<file path="src/rtl/lbc_pkg.sv">
// Package: shared types for the loop branch controller.
// Assumes: one evaluation per strobe; loads and strobe sampled on the same edge.
package lbc_pkg;

    typedef enum logic {
        MODE_SIMPLE = 1'b0,
        MODE_PIPE   = 1'b1
    } lbc_mode_e;

    typedef struct packed {
        logic fire;     // evaluation accepted this cycle
        logic taken;    // branch goes back to the loop top
        logic rotate;   // rename rotation requested
        logic pred;     // value for the top rotating predicate
        logic lc_dec;   // decrement trip counter
        logic ec_dec;   // decrement drain counter
    } lbc_decision_t;

endpackage

</file>
<file path="src/rtl/lbc_down_counter.sv">
// Module: loadable down-counter that saturates at zero.
// Assumes: a load wins over a decrement; a decrement at zero holds zero.
module lbc_down_counter #(
    parameter int W = 8
) (
    input  logic         clk,
    input  logic         rst_n,
    input  logic         load_en,
    input  logic [W-1:0] load_val,
    input  logic         dec_en,
    output logic [W-1:0] value,
    output logic         is_zero
);

    localparam logic [W-1:0] ONE = W'(1);

    // Count register: reset, load, or saturating decrement.
    always_ff @(posedge clk) begin
        if (!rst_n) begin
            value <= '0;
        end else if (load_en) begin
            value <= load_val;
        end else if (dec_en && (value != '0)) begin
            value <= value - ONE;
        end
    end

    // Zero flag used by the decision logic.
    always_comb is_zero = (value == '0);

endmodule

</file>
<file path="src/rtl/lbc_decide.sv">
// Module: combinational branch decision for both loop modes.
// Assumes: counter state is the registered value; any load cancels the evaluation.
module lbc_decide
    import lbc_pkg::*;
#(
    parameter int EC_W = 6
) (
    input  logic            br_go,
    input  lbc_mode_e       mode,
    input  logic            any_load,
    input  logic            lc_zero,
    input  logic [EC_W-1:0] ec_value,
    output lbc_decision_t   dec
);

    localparam logic [EC_W-1:0] EC_ONE = EC_W'(1);

    logic ec_above_one;

    // Drain counter still has more than the final stage left.
    always_comb ec_above_one = (ec_value > EC_ONE);

    // Choose the outcome from the mode and the counter state.
    always_comb begin
        dec = '0;
        dec.fire = br_go && !any_load;
        if (dec.fire) begin
            if (mode == MODE_PIPE) begin
                dec.rotate = 1'b1;
                if (!lc_zero) begin
                    dec.lc_dec = 1'b1;
                    dec.pred   = 1'b1;
                    dec.taken  = 1'b1;
                end else if (ec_above_one) begin
                    dec.ec_dec = 1'b1;
                    dec.taken  = 1'b1;
                end else begin
                    dec.ec_dec = 1'b1;
                end
            end else begin
                if (!lc_zero) begin
                    dec.lc_dec = 1'b1;
                    dec.taken  = 1'b1;
                end
            end
        end
    end

endmodule

</file>
<file path="src/rtl/lbc_rotator.sv">
// Module: rotation base and stage-enable shift chain.
// Assumes: one rotate per cycle at most; the base wraps modulo 2^RB_W.
module lbc_rotator #(
    parameter int RB_W   = 7,
    parameter int STAGES = 8
) (
    input  logic              clk,
    input  logic              rst_n,
    input  logic              rotate,
    input  logic              pred_in,
    output logic [RB_W-1:0]   base,
    output logic [STAGES-1:0] stage_en
);

    localparam logic [RB_W-1:0] RB_ONE = RB_W'(1);

    // Rotation base steps down once per rotate.
    always_ff @(posedge clk) begin
        if (!rst_n) begin
            base <= '0;
        end else if (rotate) begin
            base <= base - RB_ONE;
        end
    end

    // Stage 0 takes the freshly written top predicate.
    always_ff @(posedge clk) begin
        if (!rst_n) begin
            stage_en[0] <= 1'b0;
        end else if (rotate) begin
            stage_en[0] <= pred_in;
        end
    end

    for (genvar s = 1; s < STAGES; s++) begin : g_stage
        // Each higher stage takes its lower neighbour on a rotate.
        always_ff @(posedge clk) begin
            if (!rst_n) begin
                stage_en[s] <= 1'b0;
            end else if (rotate) begin
                stage_en[s] <= stage_en[s-1];
            end
        end
    end

endmodule

</file>
<file path="src/rtl/loop_branch_ctl.sv">
// Module: counted loop branch controller (simple and pipelined modes).
// Assumes: br_go is a single-cycle strobe; results appear one cycle after it.
module loop_branch_ctl
    import lbc_pkg::*;
#(
    parameter int LC_W   = 64,
    parameter int EC_W   = 6,
    parameter int RB_W   = 7,
    parameter int STAGES = 8
) (
    input  logic              clk,
    input  logic              rst_n,
    input  logic              br_go,
    input  logic              br_mode,
    input  logic              lc_load_en,
    input  logic [LC_W-1:0]   lc_load_val,
    input  logic              ec_load_en,
    input  logic [EC_W-1:0]   ec_load_val,
    output logic              br_done,
    output logic              br_taken,
    output logic              rot_pulse,
    output logic              top_pred,
    output logic [LC_W-1:0]   lc_value,
    output logic [EC_W-1:0]   ec_value,
    output logic [RB_W-1:0]   rot_base,
    output logic [STAGES-1:0] stage_en
);

    lbc_decision_t dec;
    lbc_mode_e     mode;
    logic          lc_zero;
    logic          ec_zero;
    logic          any_load;

    // Decode the mode pin and the load-priority condition.
    always_comb begin
        mode     = lbc_mode_e'(br_mode);
        any_load = lc_load_en || ec_load_en;
    end

    lbc_down_counter #(.W(LC_W)) u_trip (
        .clk      (clk),
        .rst_n    (rst_n),
        .load_en  (lc_load_en),
        .load_val (lc_load_val),
        .dec_en   (dec.lc_dec),
        .value    (lc_value),
        .is_zero  (lc_zero)
    );

    lbc_down_counter #(.W(EC_W)) u_drain (
        .clk      (clk),
        .rst_n    (rst_n),
        .load_en  (ec_load_en),
        .load_val (ec_load_val),
        .dec_en   (dec.ec_dec),
        .value    (ec_value),
        .is_zero  (ec_zero)
    );

    lbc_decide #(.EC_W(EC_W)) u_decide (
        .br_go    (br_go),
        .mode     (mode),
        .any_load (any_load),
        .lc_zero  (lc_zero),
        .ec_value (ec_value),
        .dec      (dec)
    );

    lbc_rotator #(.RB_W(RB_W), .STAGES(STAGES)) u_rot (
        .clk      (clk),
        .rst_n    (rst_n),
        .rotate   (dec.rotate),
        .pred_in  (dec.pred),
        .base     (rot_base),
        .stage_en (stage_en)
    );

    // Register the evaluation outcome as one-cycle result pulses.
    always_ff @(posedge clk) begin
        if (!rst_n) begin
            br_done   <= 1'b0;
            br_taken  <= 1'b0;
            rot_pulse <= 1'b0;
            top_pred  <= 1'b0;
        end else begin
            br_done   <= dec.fire;
            br_taken  <= dec.taken;
            rot_pulse <= dec.rotate;
            top_pred  <= dec.pred;
        end
    end

    logic unused_ok;
    // ec_zero is kept for observability only.
    always_comb unused_ok = ec_zero;

endmodule

</file>
<file path="config.mk">
export PLATFORM = sky130hd
export DESIGN_NAME = loop_branch_ctl
export DESIGN_NICKNAME = d
export VERILOG_FILES = /design/src/rtl/lbc_pkg.sv /design/src/rtl/lbc_down_counter.sv /design/src/rtl/lbc_decide.sv /design/src/rtl/lbc_rotator.sv /design/src/rtl/loop_branch_ctl.sv
export SDC_FILE = /design/constraint.sdc
export NUM_CORES = 1
export LEC_CHECK = 0
export BUFFER_PORTS_ARGS = -buffer_cell sky130_fd_sc_hd__buf_2
export CORE_MARGIN = 8
export CORE_UTILIZATION = 50
export DETAILED_ROUTE_END_ITERATION = 10
export GPL_TIMING_DRIVEN = 1
export PLACE_DENSITY = 0.84
export SLEW_MARGIN = 20
export SYNTH_ARGS = -nofsm -noshare
export SYNTH_HDL_FRONTEND = slang
export SYNTH_SLANG_ARGS = --single-unit
</file>
<file path="constraint.sdc">
create_clock -name clk -period 3.7 [get_ports clk]
set_input_delay 0.555 -clock clk [delete_from_list [all_inputs] [get_ports clk]]
set_output_delay 0.555 -clock clk [all_outputs]
set_load 0.05 [all_outputs]
</file>
==> results_dict.tcl, run 1 <==
set metrics [dict create \
    outcome "complete, no violations" \
    final_antenna_net_count 0 \
    pin_count_of_the_biggest_net_entering_global_routing 63 \
    detail_route.wl_per_cell_um 19.2 \
    post_cts_resize_count 0 \
    p_sw_share_pct 34.5 \
    slew-limit-headroom_pct 25.7 \
    synth.net_count 703 \
    vias 5656 \
    postSynth.topFlopCell "sky130_fd_sc_hd__dfxtp_1" \
    clk_path_buf_depth 2 \
    worst_r2r_startpoint "u_trip.value[34]$_SDFFE_PN0P_" \
    finish.net_count 852 \
    clk_latency_ps 360 \
    ir_worst_vdd_mv 0.210 \
    cts_made_buffers 9 \
    unrepaired_setup_endpoints_after_global_routing "false" \
    die_height_um 116 \
    areaGrowthSynthToFinish_pct 23.1 \
    cts_post_setup_buffers_inserted 0 \
    floorplan_core_area_sq_mm 0.00977 \
    yosys.area.top_type "sky130_fd_sc_hd__dfxtp_1" \
    die_width_um 116 \
    final_hold_viol_count 0 \
    power_density_mw_per_mm2 398 \
    fin_crit_ps 3170 \
    fmax_ghz 0.315 \
    gp_congestion 0.949 \
    synth_xor_area_share_pct 5.03 \
    grt_first_pass_wirelength_um 28000 \
    worst-r2r-setup-slack_ps 530 \
    netlist_top_cells_area "sky130_fd_sc_hd__dfxtp_1 35%, sky130_fd_sc_hd__o21ai_0 4.6%, sky130_fd_sc_hd__a21oi_1 4.0%" \
    highest_layer "met5" \
    synth_mux_area_share_pct 0.670 \
    routed_wl_um 17400 \
    compound_gate_fraction_of_synth_area_pct 24.3 \
    worstSetupStartpointType "flop" \
    antenna_found_initial 1 \
    intPower_mw 1.62 \
    timing.rr.end "u_trip.value[16]$_SDFFE_PN0P_" \
    synth.avg_cell_area_sq_um 8.11 \
    layout_worst_path_cycle_share_pct 85.8 \
    synth-adder-area-share_pct 1.24 \
    cts_tree "done" \
    holdPathEnd "u_trip.value[51]$_SDFFE_PN0P_" \
    worst-r2r-cell-count 7 \
    min_path_type "in2reg" \
    clock_tree.root_cell "sky130_fd_sc_hd__clkbuf_8" \
    drv.max_cap_violation_count 0 \
    timing.critical_path.fanout_max 12 \
    worstHoldStart "lc_load_val[51]" \
    holdPathStages 3 \
    largest_family_of_logic_cells_by_synthesized_area "simple AND/OR/NAND/NOR gates" \
    cp_data_required_time_ps 3990 \
    met2_layer_wire_length_in_the_routed_design_um 8110 \
    sequential_area_share_after_synthesis_pct 35.3 \
    pwr-share-clk_pct 31.1 \
    dp_hpwl_um 12800 \
    setup.worst_path.end_class "flop" \
    synth_enable_flop_cells 0 \
    ys_async_sr_fraction_pct 0 \
    syn-cell-area_sq_mm 0.00504 \
    gr-total-overflow 0 \
    grt_util_all_layers_pct 25.8 \
    fin_skew_ps 11.2 \
    drive_above_1_share_pct 28.4 \
    cellLeakagePower_nw 2.57 \
    port-buffer-count 164 \
    initial_core_utilization_pct 51.6 \
    area_fraction_of_the_dominant_cell_type_after_synthesis_pct 35.3 \
    max_slew.worst_pin.slew_ps 1110 \
    route.layer.met1.wl_um 6790 \
    timing.setup.tns_ps 0 \
    finalSetupViolations 0 \
    routed_via_density 6.22 \
    antenna-diode-count 0 \
    remaining_drc_errors 0 \
    crit_arrival_ps 3460 \
    synth_simple_gate_area_share_pct 29.1 \
    first_global_vias 5590 \
    num_io_pins 165 \
    drt_iter0_markers 503 \
    met3_length_um 2150 \
    synth.most_common_cell "sky130_fd_sc_hd__dfxtp_1" \
    detail_route.first_pass.iterations 5 \
    netlist-cell-type-count 71 \
    placement_rows 36 \
    fp.dieArea_sq_mm 0.0136 \
    numClockSinks 89 \
    combinationalPowerShare_pct 24.9 \
    ys_seq_elements 89 \
    critPathKind "reg2reg" \
    startpoint "u_trip.value[34]$_SDFFE_PN0P_" \
    netSwitchingPower_mw 0.851 \
    worst_hold_slack_ps 409 \
    seq_power_share_pct 44.0 \
    cts.htree.levels 3 \
    post_synthesis_instance_total 622 \
    cts_hold_buf 0 \
    yosysWarnings 0 \
    synth.cells.most_frequent "89 x sky130_fd_sc_hd__dfxtp_1, 49 x sky130_fd_sc_hd__nand2_1, 46 x sky130_fd_sc_hd__o21ai_0" \
    cts.reportedPaths.clkPinSlew_ps 90 \
    report.final.slew_viol_count 0 \
]
==> cells in the final DEF (no fill, tap or decap), drive strengths merged, types with 4 or more instances in the layout <==
cell type  instances
inv               14
o21ai             50
nor3              31
nand2             49
ha                 5
or4               21
nand3             10
buf              179
o211ai             9
dfxtp             89
o21a               5
o31ai              6
xnor2             21
xor2               8
nor3b              7
and3               7
a22oi              5
a22o               5
a31oi             20
o31a               5
nor2              33
nor4              19
a211oi            10
a21oi             40
nand3b             4
nor2b              4
or3               23
or2               10
nand4             14
a32oi              4
and4               5
clkbuf            11
nand2b             5
==> routing by layer <==
| metal | global-route usage, % | up-vias |
|---|---|---|
| met5 | 0 | - |
| met4 | 10.1 | 2 |
| met3 | 7.19 | 37 |
| met2 | 42.4 | 327 |
| met1 | 31.3 | 2642 |
| li1 | - | 2648 |
==> final cells by class <==
type | count | area [sq um]
fill | 879 | 3570
clock buffer | 11 | 151
clock inverter | 5 | 77.6
timing repair buffer | 179 | 933
sequential | 89 | 1780
multi-input combinational | 478 | 3050
inverter | 14 | 52.6
tap | 133 | 166
==> worst max path at each step <==
| stage | cells past startpoint | slack, ps | to |
|---|---|---|---|
| floorplan | 10 | 660 | u_drain.value[5]$_SDFFE_PN0P_ |
| global route | 7 | 430 | u_trip.value[11]$_SDFFE_PN0P_ |
| CTS | 6 | 570 | u_trip.value[33]$_SDFFE_PN0P_ |
| detailed placement | 6 | 570 | u_trip.value[33]$_SDFFE_PN0P_ |
| global placement | 6 | 680 | u_trip.value[33]$_SDFFE_PN0P_ |
| finish | 7 | 530 | u_trip.value[16]$_SDFFE_PN0P_ |
==> power by group through the flow <==
stage	Combinational, mW	Sequential (mW)	Clock (mW)
finish	0.614	1.09	0.768
global route	0.660	1.10	0.813
CTS	0.611	1.08	0.775
detailed placement	0.608	1.11	0
global placement	0.600	1.10	0
floorplan	0.253	1.28	0
==> worst max-delay path, cell delays in order (launching register included) <==
cell and delay [ps]:
sky130_fd_sc_hd__dfxtp_1 370, sky130_fd_sc_hd__or4_4 560, sky130_fd_sc_hd__or4_4 480, sky130_fd_sc_hd__or4_1 800, sky130_fd_sc_hd__o21ai_1 310, sky130_fd_sc_hd__buf_4 250, sky130_fd_sc_hd__o311ai_0 140, sky130_fd_sc_hd__a31oi_1 180
==> sequential cells by signal (all words and copies together), names as in the netlist <==
name            flops
br_done             1
br_taken            1
rot_pulse           1
top_pred            1
u_drain.value       6
u_rot.base          7
u_rot.stage_en      8
u_trip.value       64
==> cell families after synthesis <==
| group | after synthesis |
|---|---|
| AO/OA/AOI/OAI | 186 |
| XOR/XNOR | 29 |
| adder cells (fa/ha/maj) | 5 |
| buffers and inverters | 55 |
| flip-flops | 89 |
| multiplexers | 3 |
| AND/OR/NAND/NOR | 255 |
==> per-stage QoR <==
stage	utilization, %	power (mW)	cell area (sq um)	instances	setup slack, ps
6_report	63.5	2.47	6210	909	526
5_1_grt	63.5	2.57	6210	909	435
4_1_cts	63.5	2.47	6210	909	568
3_5_place_dp	61.2	1.71	5980	893	572
3_3_place_gp	61.2	1.70	5980	893	677
2_1_floorplan	-	1.53	5040	622	656
Power figures use the tool's default switching activity.
==> inputs of run 2 (changes only) <==
- CORE_MARGIN: 8 -> not set
==> run 2 against run 1 <==
Register-to-register slack lost 70 ps. Non-clock buffer count unchanged. Global-route usage increased by 5.1 points.
==> results_dict.tcl, run 2 (synthesis results as in run 1) <==
set metrics [dict create \
    layoutNonFillerInstCount 907 \
    numClockSinks 89 \
    areaGrowthSynthToFinish_pct 21.9 \
    final_antenna_net_count 0 \
    detail_route.wl_per_cell_um 17.7 \
    initial_core_utilization_pct 51.6 \
    clk_path_buf_depth 2 \
    die_height_um 102 \
    timing.setup.tns_ps 0 \
    drive_above_1_share_pct 28.0 \
    cts_made_buffers 9 \
    grt_util_all_layers_pct 30.9 \
    finalSetupViolations 0 \
    cts_hold_buf 0 \
    gp_congestion 0.922 \
    dpl-instance-area_sq_mm 0.00598 \
    placement_rows 36 \
    crit_arrival_ps 3510 \
    top_usage_layer "met2" \
    cts.htree.levels 3 \
    slew-limit-headroom_pct 33.0 \
    clock_tree.root_cell "sky130_fd_sc_hd__clkbuf_8" \
    max_stage_delay_ps 550 \
    layout.cells.most_common_list "164 x sky130_fd_sc_hd__buf_2, 89 x sky130_fd_sc_hd__dfxtp_1, 49 x sky130_fd_sc_hd__nand2_1" \
    worst-path-stages 9 \
    critical-path-slowest-cell "sky130_fd_sc_hd__and3_1" \
    timing.critical_path.fanout_max 10 \
    placedCellCount 893 \
    fp.dieArea_sq_mm 0.0105 \
    cts_post_setup_buffers_inserted 0 \
    global_route_met2_usage_pct 49.1 \
    regMostFlops "u_trip.value" \
    layout_worst_path_cycle_share_pct 87.8 \
    cellLeakagePower_nw 2.53 \
    crit_path_buf_inv_count 2 \
    routed_via_density 6.24 \
    cts_tree "done" \
    ir_worst_vdd_mv 0.222 \
    critPathTopFamily "simple AND/OR/NAND/NOR gates" \
    path_cells "inv_1 -> ha_1 -> or3b_2 -> nor3_1 -> and3_1 -> a21oi_1 -> buf_4 -> and4_1 -> o31a_1" \
    routed_wl_um 16100 \
    reg_top3 "u_trip.value: 64 flops, u_rot.stage_en: 8 flops, u_rot.base: 7 flops" \
    finish.net_count 852 \
    post_cts_resize_count 0 \
    min_path_type "in2reg" \
    final_hold_viol_count 0 \
    pin_count_of_the_biggest_net_entering_global_routing 58 \
    power_density_mw_per_mm2 377 \
    critPathKind "reg2reg" \
    clk_latency_ps 370 \
    fin_crit_ps 3250 \
    grt_first_pass_wirelength_um 25200 \
    setup.worst_path.end_class "flop" \
    fmax_ghz 0.308 \
    cts.reportedPaths.clkPinSlew_ps 90 \
    final_common_cell "sky130_fd_sc_hd__buf_2" \
    remaining_drc_errors 0 \
    drt_iter0_markers 351 \
    num_io_pins 165 \
    first_global_vias 5199 \
    gr-total-overflow 0 \
    antenna_found_initial 0 \
    global_route.usage.met1_pct 39.9 \
    fin_skew_ps 10.7 \
    drv.max_cap_violation_count 0 \
    vias 5663 \
    worstSetupStartpointType "flop" \
    max_slew.worst_pin.slew_ps 1000 \
    antenna-diode-count 0 \
    worst-r2r-cell-count 9 \
    holdPathStages 3 \
    design_area_sq_mm 0.00615 \
    cp_data_required_time_ps 3960 \
    outcome "complete, no violations" \
    floorplan_core_area_sq_mm 0.00977 \
    global_route.usage.met3_pct 5.40 \
    unrepaired_setup_endpoints_after_global_routing "false" \
    dp_hpwl_um 11700 \
    die_width_um 102 \
    flip_flop_count_of_the_largest_register_after_layout 64 \
    report.final.slew_viol_count 0 \
    detail_route.first_pass.iterations 5 \
    port-buffer-count 164 \
]
-- run 2: final timing paths --
check | endpoint | from | slack [ps]
worst max-delay path | u_trip.value[39]$_SDFFE_PN0P_ | u_trip.value[0]$_SDFFE_PN0P_ | 450
worst min-delay path | u_trip.value[51]$_SDFFE_PN0P_ | lc_load_val[51] | 400
worst max register to register | u_trip.value[39]$_SDFFE_PN0P_ | u_trip.value[0]$_SDFFE_PN0P_ | 450
worst min register to register | u_rot.stage_en[4]$_SDFFE_PN0P_ | u_rot.stage_en[3]$_SDFFE_PN0P_ | 480
-- run 2: cell type report --
class	instances	area (sq um)
fillers	902	3620
multi-input cells	478	3050
flip-flops and latches	89	1780
repair buffers	179	933
well taps	133	166
clock buffers	12	155
inverters	14	52.6
clock inverters	2	15.0
-- run 2: where the power goes --
part / total [mW] / internal (mW) / switching, mW
clock network: 0.620 / 0.274 / 0.346
registers: 1.09 / 1.01 / 0.0757
logic: 0.610 / 0.191 / 0.419
-- run 2: metrics by stage --
step                hold WS (ps)  power (mW)  util, %  setup slack [ps]
floorplan                    672        1.53        -               656
global placement             445        1.70     61.2               614
detailed placement           463        1.71     61.2               550
CTS                          390        2.32     62.9               522
global route                 417        2.41     62.9               214
finish                       396        2.32     62.9               452
-- run 2: tightest hold or removal path, cell delays in order --
cell and delay (ps):
sky130_fd_sc_hd__buf_2 90, sky130_fd_sc_hd__a32oi_1 50, sky130_fd_sc_hd__nand2_1 50
-- run 2: routing by layer --
metal,up-vias,part of all wire [%],wire length [um]
met4,0,3.1,495
met3,44,7.8,1250
met2,282,46,7470
met5,-,0,0
met1,2681,43,6860
li1,2656,-,-
